===== src/rtl/uart_pkg.sv =====
// Shared types and helpers for the fixed-rate serial port.
// Assumes the reference divider produces a 76.8 kHz tick.
package uart_pkg;
    typedef enum logic [1:0] {
        FMT_OFF0  = 2'b00,
        FMT_NINE  = 2'b01,
        FMT_EIGHT = 2'b10,
        FMT_OFF3  = 2'b11
    } fmt_e;

    localparam int OSR_SLOW = 16;
    localparam int OSR_FAST = 8;
    localparam int OS_W     = $clog2(OSR_SLOW);
    localparam int IDX_W    = 4;

    // True for the two supported frame formats.
    function automatic logic fmt_ok(input logic [1:0] m);
        return (m == FMT_NINE) || (m == FMT_EIGHT);
    endfunction

    // Last oversampling count of a bit for the selected speed.
    function automatic logic [OS_W-1:0] os_last(input logic fast);
        return fast ? OS_W'(OSR_FAST - 1) : OS_W'(OSR_SLOW - 1);
    endfunction

    // Count at which a bit is at its midpoint.
    function automatic logic [OS_W-1:0] os_half(input logic fast);
        return fast ? OS_W'(OSR_FAST/2 - 1) : OS_W'(OSR_SLOW/2 - 1);
    endfunction
endpackage


===== src/rtl/uart_refclk.sv =====
// Reference tick generator: emits a one-clock pulse every REF_DIV clocks.
// Assumes REF_DIV >= 1; the tick is free running and not tied to frames.
module uart_refclk #(
    parameter int REF_DIV = 651
) (
    input  logic clk,
    input  logic rst_n,
    output logic tick
);
    localparam int CW = (REF_DIV > 1) ? $clog2(REF_DIV) : 1;
    localparam logic [CW-1:0] CNT_LAST = CW'(REF_DIV - 1);

    logic [CW-1:0] cnt;

    // Free-running divider with a registered terminal-count pulse.
    always_ff @(posedge clk) begin
        if (!rst_n) begin
            cnt  <= '0;
            tick <= 1'b0;
        end else begin
            cnt  <= (cnt == CNT_LAST) ? '0 : cnt + CW'(1);
            tick <= (cnt == CNT_LAST);
        end
    end
endmodule


===== src/rtl/uart_tx.sv =====
// Transmit shifter: sends start, 8 or 9 data bits LSB first, then stop.
// Assumes tick is one reference period; bit length is set by osr_last.
module uart_tx
    import uart_pkg::*;
(
    input  logic            clk,
    input  logic            rst_n,
    input  logic            tick,
    input  logic [OS_W-1:0] osr_last,
    input  logic            load,
    input  logic            nine,
    input  logic            bit9,
    input  logic [7:0]      data,
    output logic            txd,
    output logic            busy,
    output logic            stop_start
);
    logic [10:0]      sh;
    logic [IDX_W-1:0] idx;
    logic [IDX_W-1:0] last;
    logic [OS_W-1:0]  os;
    logic             bit_end;

    assign bit_end    = busy && tick && (os >= osr_last);
    assign stop_start = bit_end && (idx + IDX_W'(1) == last);
    assign txd        = busy ? sh[0] : 1'b1;

    // Frame load, per-bit timing and shifting of the outgoing frame.
    always_ff @(posedge clk) begin
        if (!rst_n) begin
            busy <= 1'b0;
            sh   <= '1;
            idx  <= '0;
            last <= IDX_W'(9);
            os   <= '0;
        end else if (!busy) begin
            if (load) begin
                busy <= 1'b1;
                sh   <= {1'b1, (nine ? bit9 : 1'b1), data, 1'b0};
                idx  <= '0;
                last <= nine ? IDX_W'(10) : IDX_W'(9);
                os   <= '0;
            end
        end else if (tick) begin
            if (bit_end) begin
                os <= '0;
                if (idx == last) begin
                    busy <= 1'b0;
                end else begin
                    idx <= idx + IDX_W'(1);
                    sh  <= {1'b1, sh[10:1]};
                end
            end else begin
                os <= os + OS_W'(1);
            end
        end
    end
endmodule


===== src/rtl/uart_rx.sv =====
// Receive sampler: synchronizes rxd, detects the start edge, samples each
// bit at mid-bit and reports a completed frame with a one-clock pulse.
// Assumes the caller decides whether a completed frame is kept.
module uart_rx
    import uart_pkg::*;
(
    input  logic            clk,
    input  logic            rst_n,
    input  logic            tick,
    input  logic [OS_W-1:0] osr_last,
    input  logic [OS_W-1:0] half_last,
    input  logic            enable,
    input  logic            nine,
    input  logic            rxd,
    output logic            busy,
    output logic            done,
    output logic [7:0]      done_data,
    output logic            done_b8
);
    logic             s1, s2, s3;
    logic             fall;
    logic             sample;
    logic [IDX_W-1:0] idx;
    logic [IDX_W-1:0] last;
    logic [OS_W-1:0]  os;
    logic [8:0]       sh;
    logic [8:0]       sh_nxt;

    // Two-flop synchronizer plus one stage for edge detection.
    always_ff @(posedge clk) begin
        if (!rst_n) {s1, s2, s3} <= 3'b111;
        else        {s1, s2, s3} <= {rxd, s1, s2};
    end

    assign fall   = s3 && !s2;
    assign sample = busy && tick && (os == half_last);

    // Next shift content: data positions shift in, start and stop do not.
    always_comb begin
        sh_nxt = sh;
        if (idx != '0 && idx <= IDX_W'(9)) sh_nxt = {s2, sh[8:1]};
    end

    assign done      = sample && (idx == last);
    assign done_data = sh_nxt[7:0];
    assign done_b8   = sh_nxt[8];

    // Frame tracking: start on an edge, abandon on a false start.
    always_ff @(posedge clk) begin
        if (!rst_n) begin
            busy <= 1'b0;
            idx  <= '0;
            last <= IDX_W'(9);
            os   <= '0;
            sh   <= '0;
        end else if (!busy) begin
            if (enable && fall) begin
                busy <= 1'b1;
                idx  <= '0;
                last <= nine ? IDX_W'(10) : IDX_W'(9);
                os   <= '0;
            end
        end else if (tick) begin
            if (sample) begin
                sh <= sh_nxt;
                if ((idx == '0 && s2) || idx == last) busy <= 1'b0;
            end
            if (os >= osr_last) begin
                os  <= '0;
                idx <= idx + IDX_W'(1);
            end else begin
                os <= os + OS_W'(1);
            end
        end
    end
endmodule


===== src/rtl/uart_fixed.sv =====
// Fixed-rate 8/9-bit serial port top: reference divider, transmitter,
// receiver, sticky flags and the receive holding register.
// Assumes synchronous active-low reset and single-cycle strobes.
module uart_fixed
    import uart_pkg::*;
#(
    parameter int REF_DIV = 651
) (
    input  logic       clk,
    input  logic       rst_n,
    input  logic [1:0] mode,
    input  logic       fast,
    input  logic       rx_en,
    input  logic       tx_bit9,
    input  logic       wr_buf,
    input  logic [7:0] wr_data,
    input  logic       rd_buf,
    input  logic       clr_tx_flag,
    input  logic       clr_rx_flag,
    input  logic       rxd,
    output logic       txd,
    output logic       tx_flag,
    output logic       rx_flag,
    output logic [7:0] rd_data,
    output logic       rx_bit8
);
    logic            tick;
    logic            tx_busy, tx_stop;
    logic            rx_busy, rx_done, rx_b8_new;
    logic [7:0]      rx_data_new;
    logic            rx_unread;
    logic [OS_W-1:0] osr_last, half_last;
    logic            nine;

    assign osr_last  = os_last(fast);
    assign half_last = os_half(fast);
    assign nine      = (mode == FMT_NINE);

    uart_refclk #(.REF_DIV(REF_DIV)) u_ref (
        .clk(clk), .rst_n(rst_n), .tick(tick)
    );

    uart_tx u_tx (
        .clk(clk), .rst_n(rst_n), .tick(tick), .osr_last(osr_last),
        .load(wr_buf && fmt_ok(mode)), .nine(nine), .bit9(tx_bit9),
        .data(wr_data), .txd(txd), .busy(tx_busy), .stop_start(tx_stop)
    );

    uart_rx u_rx (
        .clk(clk), .rst_n(rst_n), .tick(tick), .osr_last(osr_last),
        .half_last(half_last), .enable(rx_en && fmt_ok(mode)), .nine(nine),
        .rxd(rxd), .busy(rx_busy), .done(rx_done),
        .done_data(rx_data_new), .done_b8(rx_b8_new)
    );

    // Transmit flag: set at stop-bit start, cleared by software.
    always_ff @(posedge clk) begin
        if (!rst_n)          tx_flag <= 1'b0;
        else if (tx_stop)    tx_flag <= 1'b1;
        else if (clr_tx_flag) tx_flag <= 1'b0;
    end

    // Holding register, unread marker and receive flag.
    always_ff @(posedge clk) begin
        if (!rst_n) begin
            rd_data   <= '0;
            rx_bit8   <= 1'b0;
            rx_unread <= 1'b0;
            rx_flag   <= 1'b0;
        end else begin
            if (rx_done && !rx_unread) begin
                rd_data   <= rx_data_new;
                rx_bit8   <= rx_b8_new;
                rx_unread <= 1'b1;
                rx_flag   <= 1'b1;
            end else begin
                if (rd_buf)      rx_unread <= 1'b0;
                if (clr_rx_flag) rx_flag   <= 1'b0;
            end
        end
    end
endmodule


===== config.mk =====
export PLATFORM = sky130hd
export DESIGN_NAME = uart_fixed
export DESIGN_NICKNAME = d
export VERILOG_FILES = /design/src/rtl/uart_pkg.sv /design/src/rtl/uart_refclk.sv /design/src/rtl/uart_tx.sv /design/src/rtl/uart_rx.sv /design/src/rtl/uart_fixed.sv
export SDC_FILE = /design/constraint.sdc
export NUM_CORES = 1
export LEC_CHECK = 0
export ABC_AREA = 1
export BUFFER_PORTS_ARGS = -buffer_cell sky130_fd_sc_hd__buf_2
export CAP_MARGIN = 20
export CORE_AREA = 2 2 115 61
export DETAILED_ROUTE_END_ITERATION = 8
export DIE_AREA = 0 0 117 63
export PLACE_DENSITY = 0.73
export SLEW_MARGIN = 40
export SYNTH_ARGS = -nofsm -noshare
export SYNTH_HDL_FRONTEND = slang
export SYNTH_SLANG_ARGS = --single-unit

===== constraint.sdc =====
create_clock -name clk -period 1.6 [get_ports clk]
set_input_delay 0.16 -clock clk [delete_from_list [all_inputs] [get_ports clk]]
set_output_delay 0.16 -clock clk [all_outputs]
set_load 0.01 [all_outputs]

; Word level (Yosys, flattened, before mapping)
; Index checks and enable logic that the tools add are counted.
[totals]
register_bits = 72
latch_bits = 0
mem_bits_rw = 0
mem_bits_ro = 0
inputBits = 20
wordCells = 117
n_memories = 0
[classes]
n_addsub = 5
n_mul = 0
n_div = 0
n_lt_le_gt_ge = 3
n_eq_ne = 12
n_shift = 0
mux = 42
bitwise = 3
reduce_logical = 32
[op_table]
columns = op, count
row1 = $mux 4, 16
row2 = $mux 11, 5
row3 = $mux 1, 18
row4 = $add 4x1->4 const B, 4
row5 = $logic_and 1x1->1, 13
row6 = $eq 4x4->1, 3
row7 = $add 10x1->10 const B, 1
row8 = $eq 10x10->1 const B, 1
row9 = $ne 2x2->1 const B, 5
row10 = $reduce_bool 2->1, 5
row11 = $mux 9, 1
row12 = $ge 4x4->1, 2
row13 = $reduce_and 2->1, 4
row14 = $reduce_and 3->1, 2
row15 = $eq 4x3->1, 1
row16 = $le 4x4->1 const B, 1
row17 = $logic_not 4->1, 1
row18 = $reduce_and 4->1, 1
row19 = $reduce_bool 4->1, 1
row20 = $mux 3, 1
row21 = $not 1->1, 3
row22 = $eq 2x1->1 const B, 1
row23 = $eq 2x2->1 const B, 1
row24 = $logic_not 1->1, 2
row25 = 3 further kinds, 4

; Longest topological paths before layout
; Gate-level depths: netlist (run 1).
[logic_depth]
ltp_word = 7
ltp_mapped = 11
depth_no_buf = 11

; Cells and area by module
; From an unflattened synthesis (run 1), not the netlist that was laid out.
[unflattened]
cells_unflattened = 525
area_unflattened_um2 = 3788.6
[by_module_without_submodules]
columns = mod, n_inst, cells_per_inst, area_per_inst_um2, seq_area_each_um2
row1 = uart_rx, 1, 211, 1373.8, 460.4
row2 = uart_tx, 1, 166, 1328.8, 420.4
row3 = uart_fixed, 1, 82, 560.5, 240.2
row4 = uart_refclk, 1, 66, 525.5, 220.2

; Worst setup path after synthesis (run 1)
; Ideal clock, no wire load.
[synth_path]
kind = reg-to-reg
from = reg u_rx.idx[0]
to = reg rd_data[0]
setup_ns = 0.110
t_arrival_ns = 1.327
path_slack_ns = 0.163
stages_incl_launch_ff = 11
n_path_buf = 0
path_cell_list = dfxtp_1 -> inv_1 -> ha_1 -> nand2_1 -> nand2_2 -> nand2_2 -> nand2_1 -> nand2_1 -> nand3_1 -> nand2_1 -> nor2_1
[synth_between]
elab_chain_cells = 3
elab_cells_between_ends = 7
classes_between = order compare: 1 / eq/ne: 1 / mux: 1 / reduce/logical: 4
[synth_rtl]
columns = item, line
row1 = from (decl), uart_rx.sv:23  ; logic [IDX_W-1:0] idx;
row2 = from (signal assigned), uart_rx.sv:70  ; idx <= idx + IDX_W'(1);
row3 = $le 4x4->1 (tied with other cells), uart_rx.sv:41  ; if (idx != '0 && idx <= IDX_W'(9)) sh_nxt = {s2, sh[8:1]};
row4 = "$logic_and 1x1->1, on equally long branches", "uart_rx.sv:41, uart_rx.sv:44"
row5 = $mux 9 / $logic_and 1x1->1 (equally long branches), "uart_rx.sv:41, uart_fixed.sv:71"
row6 = to (signal assigned), uart_fixed.sv:72  ; rd_data <= rx_data_new;
row7 = to (decl), uart_fixed.sv:24  ; output logic [7:0] rd_data,
; Parallel ways exist; a longest one is shown, timed or not.
; A chain may end at the register's enable or synchronous reset.

; Worst setup path in the final report (run 1)
[layout_path]
from = reg u_rx.idx[0]
to = reg rd_data[6]
; Same word-level chain as after synthesis.

==> PnR_summary.wiki, run 1 <==
{| class="wikitable"
! Metric !! Value
|-
| Skew-Pair Late Insertion Delay || 340 ps
|-
| Number of detailed-routing iterations run before antenna repair || 5
|-
| Worst Path Required || 1870 ps
|-
| Clock sink total || 67
|-
| Element type at the critical path end || register
|-
| Met3 capacity usage during global routing || 8.92%
|-
| Most frequent cells in the layout || nand2_1, inv_1, nand3_1
|-
| Total Die Area || 0.00737 mm^2
|-
| Layout cell share with drive strength beyond 1 || 18.7%
|-
| Wire per inst || 12.3 um
|-
| Area of the core || 0.00644 mm^2
|-
| Setup crit start kind || register
|-
| Layout-stage area growth over the synthesis result || 21.8%
|-
| Total overflow reported by the global router || 0
|-
| Initial antenna violation count || 0
|-
| Number of cells produced by synthesis || 502
|-
| Post-route DRC violation count || 0
|-
| CP max FO || 9
|-
| Pin count of the biggest net entering global routing || 27
|-
| Leakage power || 1.88 nW
|-
| Power density relative to cell area || 975 mW/mm^2
|-
| Upper clock frequency limit || 0.668 GHz
|-
| Mapped Nets || 533
|-
| Initial Utilization || 52.5%
|-
| Weighted congestion at the end of routability-driven global placement || 0.890
|-
| Result of the run || finished, final reports clean
|-
| Top cell by count, worst path || nand2_1
|-
| Final setup violation count || 0
|-
| Routing usage on met1 || 35.4%
|-
| Category of the critical setup timing path || register to register
|-
| Maximum buffer depth of the clock tree || 2
|-
| Cells along the critical path || inv_1 -> ha_1 -> nand2_1 -> nand2_2 -> buf_4 -> nand3_1 -> nand2_1 -> nand3_1 -> nand2_1 -> nor2_1
|-
| Max transition margin || 63.1%
|-
| VDD IR max || 0.000480 V
|-
| Die boundary width || 117 um
|-
| Yosys synthesis warning count || 0
|-
| Total via count in the routed design || 3172
|-
| Vertical die dimension || 63 um
|-
| Worst hold slack || 14.1 ps
|-
| Number of synthesized register bits || 67
|-
| Number of hold-slack violations in the final timing report || 0
|-
| H-tree levels || 3
|-
| Combined global-route utilization of all metal layers || 23.6%
|-
| Met2 Track Usage GR || 31.0%
|-
| FP Rows || 21
|-
| Count of input and output buffers || 31
|-
| First-pass GRT wire length || 13400 um
|-
| Worst-path clk slew || 60 ps
|-
| Max-cap check violation count || 0
|-
| Combined buffer and inverter count along the critical path || 2
|-
| Most common library cell in the layout ignoring fill and taps || nand2_1
|-
| HPWL after detailed placement || 5570 um
|-
| Worst endpoint data arrival time || 1770 ps
|-
| Cell area after layout || 0.00412 mm^2
|-
| Number of nets with antenna violations after detailed routing || 0
|-
| Worst path max stage delay || 350 ps
|-
| Mean Syn Cell Area || 6.73 um^2
|-
| Cell with the largest stage delay on the worst path || dfxtp_2
|-
| Post-synthesis cell area || 0.00338 mm^2
|-
| Kind of path behind the tightest hold check || primary input to register
|-
| DRC marker count from the first detailed-route iteration || 302
|-
| Dominant delay contributor by cell family on the critical path || simple AND/OR/NAND/NOR gates
|-
| Clock skew || 5.53 ps
|-
| Number of distinct library cell variants in the gate-level netlist after synthesis || 29
|-
| Transition time at the pin with the least slew margin || 553 ps
|-
| Final Cycle Share || 93.6%
|-
| Ratio of routed vias to standard cells || 4.90
|-
| Count of pins over their slew limit || 0
|-
| Min cycle time layout || 1500 ps
|-
| Root buf cell || clkbuf_16
|-
| Number of clock buffers inserted by TritonCTS || 9
|-
| Sequential cell area fraction in the yosys report || 39.7%
|-
| Busiest layer in global routing || met1
|-
| Diodes inserted || 0
|-
| Number of nets in the final layout || 581
|-
| Via count of the first global-routing pass || 2865
|-
| WL final || 7930 um
|-
| I/O pin count || 32
|-
| Total cell area at the placement stage || 0.00373 mm^2
|-
| CTS tree || built
|}
[power breakdown]
group          switching (mW)  internal (mW)  total [mW]
logic                   0.172          0.115       0.287
registers              0.0282           1.71        1.74
clock network           0.743           1.25        1.99
total                   0.943           3.07        4.01
[logic make-up (layout without fill, tap and decap cells)]
logic type	Yosys count	after routing	share of synthesized area, %
AND/OR/NAND/NOR	279	280	35.8
flip-flops	67	67	39.7
adder cells (fa/ha/maj)	11	11	4.07
buffers and inverters	91	143	10.5
AO/OA/AOI/OAI	45	45	7.59
XOR/XNOR	9	9	2.33
[synthesized netlist by cell type, drive strengths merged]
cell | instances | area (um^2)
nand2 | 152 | 586
inv | 77 | 289
dfxtp | 67 | 1340
nand3 | 66 | 335
nor2 | 44 | 180
a21oi | 26 | 130
ha | 11 | 138
o211ai | 9 | 67.6
buf | 8 | 42.5
o21ai | 8 | 43.8
or2 | 8 | 50.1
clkbuf | 6 | 22.5
xor2 | 5 | 43.8
nor3 | 4 | 20.0
xnor2 | 4 | 35.0
nand4 | 3 | 25.0
nand3b | 2 | 15.0
o21a | 2 | 15.0
[state kept, by name, summed over array words and instances (netlist names)]
| register | cells |
|---|---|
| u_ref.tick | 1 |
| u_rx.s1 | 1 |
| rd_data | 8 |
| u_tx.idx | 4 |
| u_rx.sh | 9 |
| u_rx.busy | 1 |
| u_tx.os | 4 |
| u_tx.last | 2 |
| u_tx.sh | 10 |
| tx_flag | 1 |
| u_rx.s3 | 1 |
| rx_unread | 1 |
| u_ref.cnt | 10 |
| rx_bit8 | 1 |
| u_rx.s2 | 1 |
| u_rx.os | 4 |
| u_tx.busy | 1 |
| u_rx.idx | 4 |
| u_rx.last | 2 |
| rx_flag | 1 |
[routing by layer]
layer  part of all wire [%]  vias up
li1                       -     1667
met1                     51     1396
met2                     40       98
met3                    7.3       11
met4                    1.4        0
met5                      0        -
[area by class of cell]
cell class / instances / area (um^2)
flip-flops and latches: 67 / 1350
clock buffers: 10 / 239
multi-input cells: 345 / 1750
well taps: 92 / 115
repair buffers: 50 / 310
fillers: 567 / 2320
clock inverters: 6 / 65.1
inverters: 77 / 289
[worst register-to-register path: stages, from the launching register on]
cell and delay, ps:
dfxtp_2 350, inv_1 80, ha_1 220, nand2_1 110, nand2_2 80, buf_4 170, nand3_1 80, nand2_1 90
nand3_1 90, nand2_1 60, nor2_1 100
[final timing paths]
path	start	end	slack (ps)	cells past startpoint
min	rxd	u_rx.s1$_SDFF_PN1_	10	2
max	u_rx.idx[0]$_SDFFE_PN0P_	rd_data[6]$_SDFFE_PN0P_	100	10
max reg2reg	u_rx.idx[0]$_SDFFE_PN0P_	rd_data[6]$_SDFFE_PN0P_	100	10
min reg2reg	u_rx.s1$_SDFF_PN1_	u_rx.s2$_SDFF_PN1_	420	1
[timing repair]
item | in CTS | in global routing
hold buffers | 0 | 0
buffers inserted | 0 | 1
setup endpoints to repair | 0 | 35
gates resized for setup | 0 | 19
[metrics by stage]
stage / setup TNS (ps) / utilization, % / total power, mW / setup WS (ps) / cells
after floorplan: 0 / - / 1.95 / 163 / 502
after global placement: 0 / 58.0 / 2.04 / 74.7 / 629
after detailed placement: 0 / 58.0 / 2.05 / 74.3 / 629
after CTS: 0 / 62.7 / 4.04 / 5.26 / 645
after global routing: -22.6 / 63.9 / 4.17 / -17.4 / 647
final: 0 / 63.9 / 4.01 / 102 / 647
Note: power is estimated with default switching activity, not from simulation.
==> run 2, diff against run 1 <==
- RECOVER_POWER: not set -> 50
==> run 2 against run 1 <==
Net effect: clock skew about the same; non-clock buffer count did not move; clock power about the same; combinational power is essentially flat; global-route usage stayed put; sequential power about the same; largest cell class unchanged; via count increased by 0.63%; total power barely moved; final area shrank 0.67%; final cell count is the same; register-to-register slack about the same.
==> PnR_summary.wiki, run 2 (synthesis gave the netlist of run 1 again) <==
{| class="wikitable"
! Metric !! Value
|-
| Transition time at the pin with the least slew margin || 532 ps (-21.0 ps)
|-
| WL final || 7980 um (+0.58%)
|-
| Final standard cell utilization of the core || 63.5% (-0.43 points)
|-
| Count of pins over their slew limit || 0 (unchanged)
|-
| Total Die Area || 0.00737 mm^2 (unchanged)
|-
| Ratio of routed vias to standard cells || 4.93 (+0.63%)
|-
| Diodes inserted || 0 (unchanged)
|-
| Pin count of the biggest net entering global routing || 27 (unchanged)
|-
| Total area of sequential cells || 0.00135 mm^2 (unchanged)
|-
| Post-route DRC violation count || 0 (unchanged)
|-
| Clock sink total || 67 (unchanged)
|-
| R2r startpoint || u_rx.idx[0]$_SDFFE_PN0P_
|-
| Most common library cell in the layout ignoring fill and taps || nand2_1
|-
| Final setup violation count || 0 (unchanged)
|-
| Number of clock buffers inserted by TritonCTS || 9 (unchanged)
|-
| Initial Utilization || 52.5% (unchanged)
|-
| Final Cycle Share || 93.8% (+0.20 points)
|-
| Worst-path clk slew || 60 ps (about the same)
|-
| DRC marker count from the first detailed-route iteration || 270 (-11%)
|-
| Total via count in the routed design || 3192 (+0.63%)
|-
| Weighted congestion at the end of routability-driven global placement || 0.890 (unchanged)
|-
| H-tree levels || 3 (unchanged)
|-
| Kind of path behind the tightest hold check || primary input to register
|-
| Leakage power || 1.83 nW (-2.9%)
|-
| Die boundary width || 117 um (unchanged)
|-
| Cells along the critical path || inv_1 -> ha_1 -> nand2_1 -> nand2_2 -> buf_4 -> nand3_1 -> nand2_1 -> nand3_1 -> nand2_1 -> nor2_1
|-
| Filler cells || 577 (+1.8%)
|-
| Min cycle time layout || 1500 ps (+3.28 ps)
|-
| Final cell count without fillers || 647 (unchanged)
|-
| FP Rows || 21 (unchanged)
|-
| Top cell by count, worst path || nand2_1
|-
| Layout-stage area growth over the synthesis result || 21.0%
|-
| CTS tree || built
|-
| Total power draw || 4.01 mW (about the same)
|-
| Initial antenna violation count || 0 (unchanged)
|-
| Root buf cell || clkbuf_16
|-
| Worst Slack Setup Final || 98.7 ps (-3.28 ps)
|-
| Total overflow reported by the global router || 0 (unchanged)
|-
| Vertical die dimension || 63 um (unchanged)
|-
| Area of the core || 0.00644 mm^2 (unchanged)
|-
| VDD IR max || 0.000488 V (+1.6%)
|-
| Combined buffer and inverter count along the critical path || 2 (unchanged)
|-
| Beginning of the critical path || u_rx.idx[0]$_SDFFE_PN0P_
|-
| Via count of the first global-routing pass || 2865 (unchanged)
|-
| Combined global-route utilization of all metal layers || 23.6% (unchanged)
|-
| First-pass GRT wire length || 13400 um (unchanged)
|-
| Worst endpoint data arrival time || 1770 ps (about the same)
|-
| Multi-input gate area in the final layout || 0.00175 mm^2 (-0.29%)
|-
| I/O pin count || 32 (unchanged)
|-
| Upper clock frequency limit || 0.666 GHz (-0.22%)
|-
| Element type at the critical path end || register
|-
| Startpoint of the worst hold path || rxd
|-
| Hold-fix buffers at CTS || 0 (unchanged)
|-
| Clock skew || 5.64 ps (+0.111 ps)
|-
| Count of input and output buffers || 31 (unchanged)
|-
| Worst path max stage delay || 340 ps (about the same)
|-
| Category of the critical setup timing path || register to register
|-
| Skew-Pair Late Insertion Delay || 340 ps (about the same)
|-
| Largest registers || u_ref.cnt x10, u_tx.sh x10, u_rx.sh x9
|-
| Number of nets with antenna violations after detailed routing || 0 (unchanged)
|-
| Maximum buffer depth of the clock tree || 2 (unchanged)
|-
| Number of nets in the final layout || 581 (unchanged)
|-
| Max-cap check violation count || 0 (unchanged)
|-
| Dominant delay contributor by cell family on the critical path || simple AND/OR/NAND/NOR gates
|-
| Result of the run || finished, final reports clean
|-
| Max transition margin || 64.5% (+1.4 points)
|-
| Number of hold-slack violations in the final timing report || 0 (unchanged)
|-
| Wire per inst || 12.3 um (+0.58%)
|-
| HPWL after detailed placement || 5570 um (unchanged)
|-
| Final TNS setup || 0 ps (unchanged)
|-
| Post-placement worst setup slack || 74.3 ps (unchanged)
|-
| Most frequent cells in the layout || nand2_1, inv_1, nand3_1
|-
| Worst Path Required || 1870 ps (about the same)
|-
| Cell with the largest stage delay on the worst path || dfxtp_2
|-
| Layout cell share with drive strength beyond 1 || 15.9% (-2.9 points)
|-
| Setup crit start kind || register
|-
| Power density relative to cell area || 982 mW/mm^2 (+0.72%)
|-
| Number of detailed-routing iterations run before antenna repair || 5 (unchanged)
|-
| Post-Place Cells || 629 (unchanged)
|-
| CP max FO || 9 (unchanged)
|}
==> run 2: cell count changes in the layout (fill, tap and decap cells not counted), sizes merged <==
cell and change:
buf -14, clkbuf +14
==> run 2: worst paths after layout <==
check                                 end  slack (ps)  cells past startpoint
setup / recovery  rd_data[6]$_SDFFE_PN0P_         100                     10
hold / removal         u_rx.s1$_SDFF_PN1_          20                      2
setup reg to reg  rd_data[6]$_SDFFE_PN0P_         100                     10
hold reg to reg        u_rx.s2$_SDFF_PN1_         420                      1
==> run 2: metal layers <==
layer / wire [um] / track usage (%)
met1: 3920 / 35.4
met2: 3170 / 31.0
met3: 769 / 8.92
met4: 116 / 6.18
met5: 0 / 0
==> run 2: worst register-to-register path: stages (launching register included) <==
cell and delay (ps):
dfxtp_2 340, inv_1 80, ha_1 220, nand2_1 100, nand2_2 80, buf_4 180, nand3_1 90, nand2_1 90
nand3_1 90, nand2_1 60, nor2_1 100
==> run 2: final cells by class <==
type / count / area share [%]
Clock buffer: 10 / 5.85
Inverter: 77 / 7.07
Timing Repair Buffer: 50 / 7.04
Sequential cell: 67 / 32.9
Tap cell: 92 / 2.82
Multi-Input combinational cell: 345 / 42.7
Clock inverter: 6 / 1.59
==> run 2: per-stage QoR <==
step / instance area [um^2] / hold slack [ps]
finish: 4090 / 16.8
global placement: 3730 / 354
detailed placement: 3730 / 363
floorplan: 3380 / 267
CTS: 4040 / 9.22
global route: 4090 / 19.0
==> run 2: where the power goes <==
group | internal (mW) | total (mW) | switching (mW)
Sequential | 1.71 | 1.74 | 0.0283
Clock | 1.25 | 1.99 | 0.745
Combinational | 0.113 | 0.286 | 0.173
Total | 3.07 | 4.01 | 0.946
==> run 2: timing repair <==
| item | CTS | global route |
|---|---|---|
| buffers inserted | 0 | 1 |
| setup endpoints to repair | 0 | 35 |
| gates resized for setup | 0 | 19 |
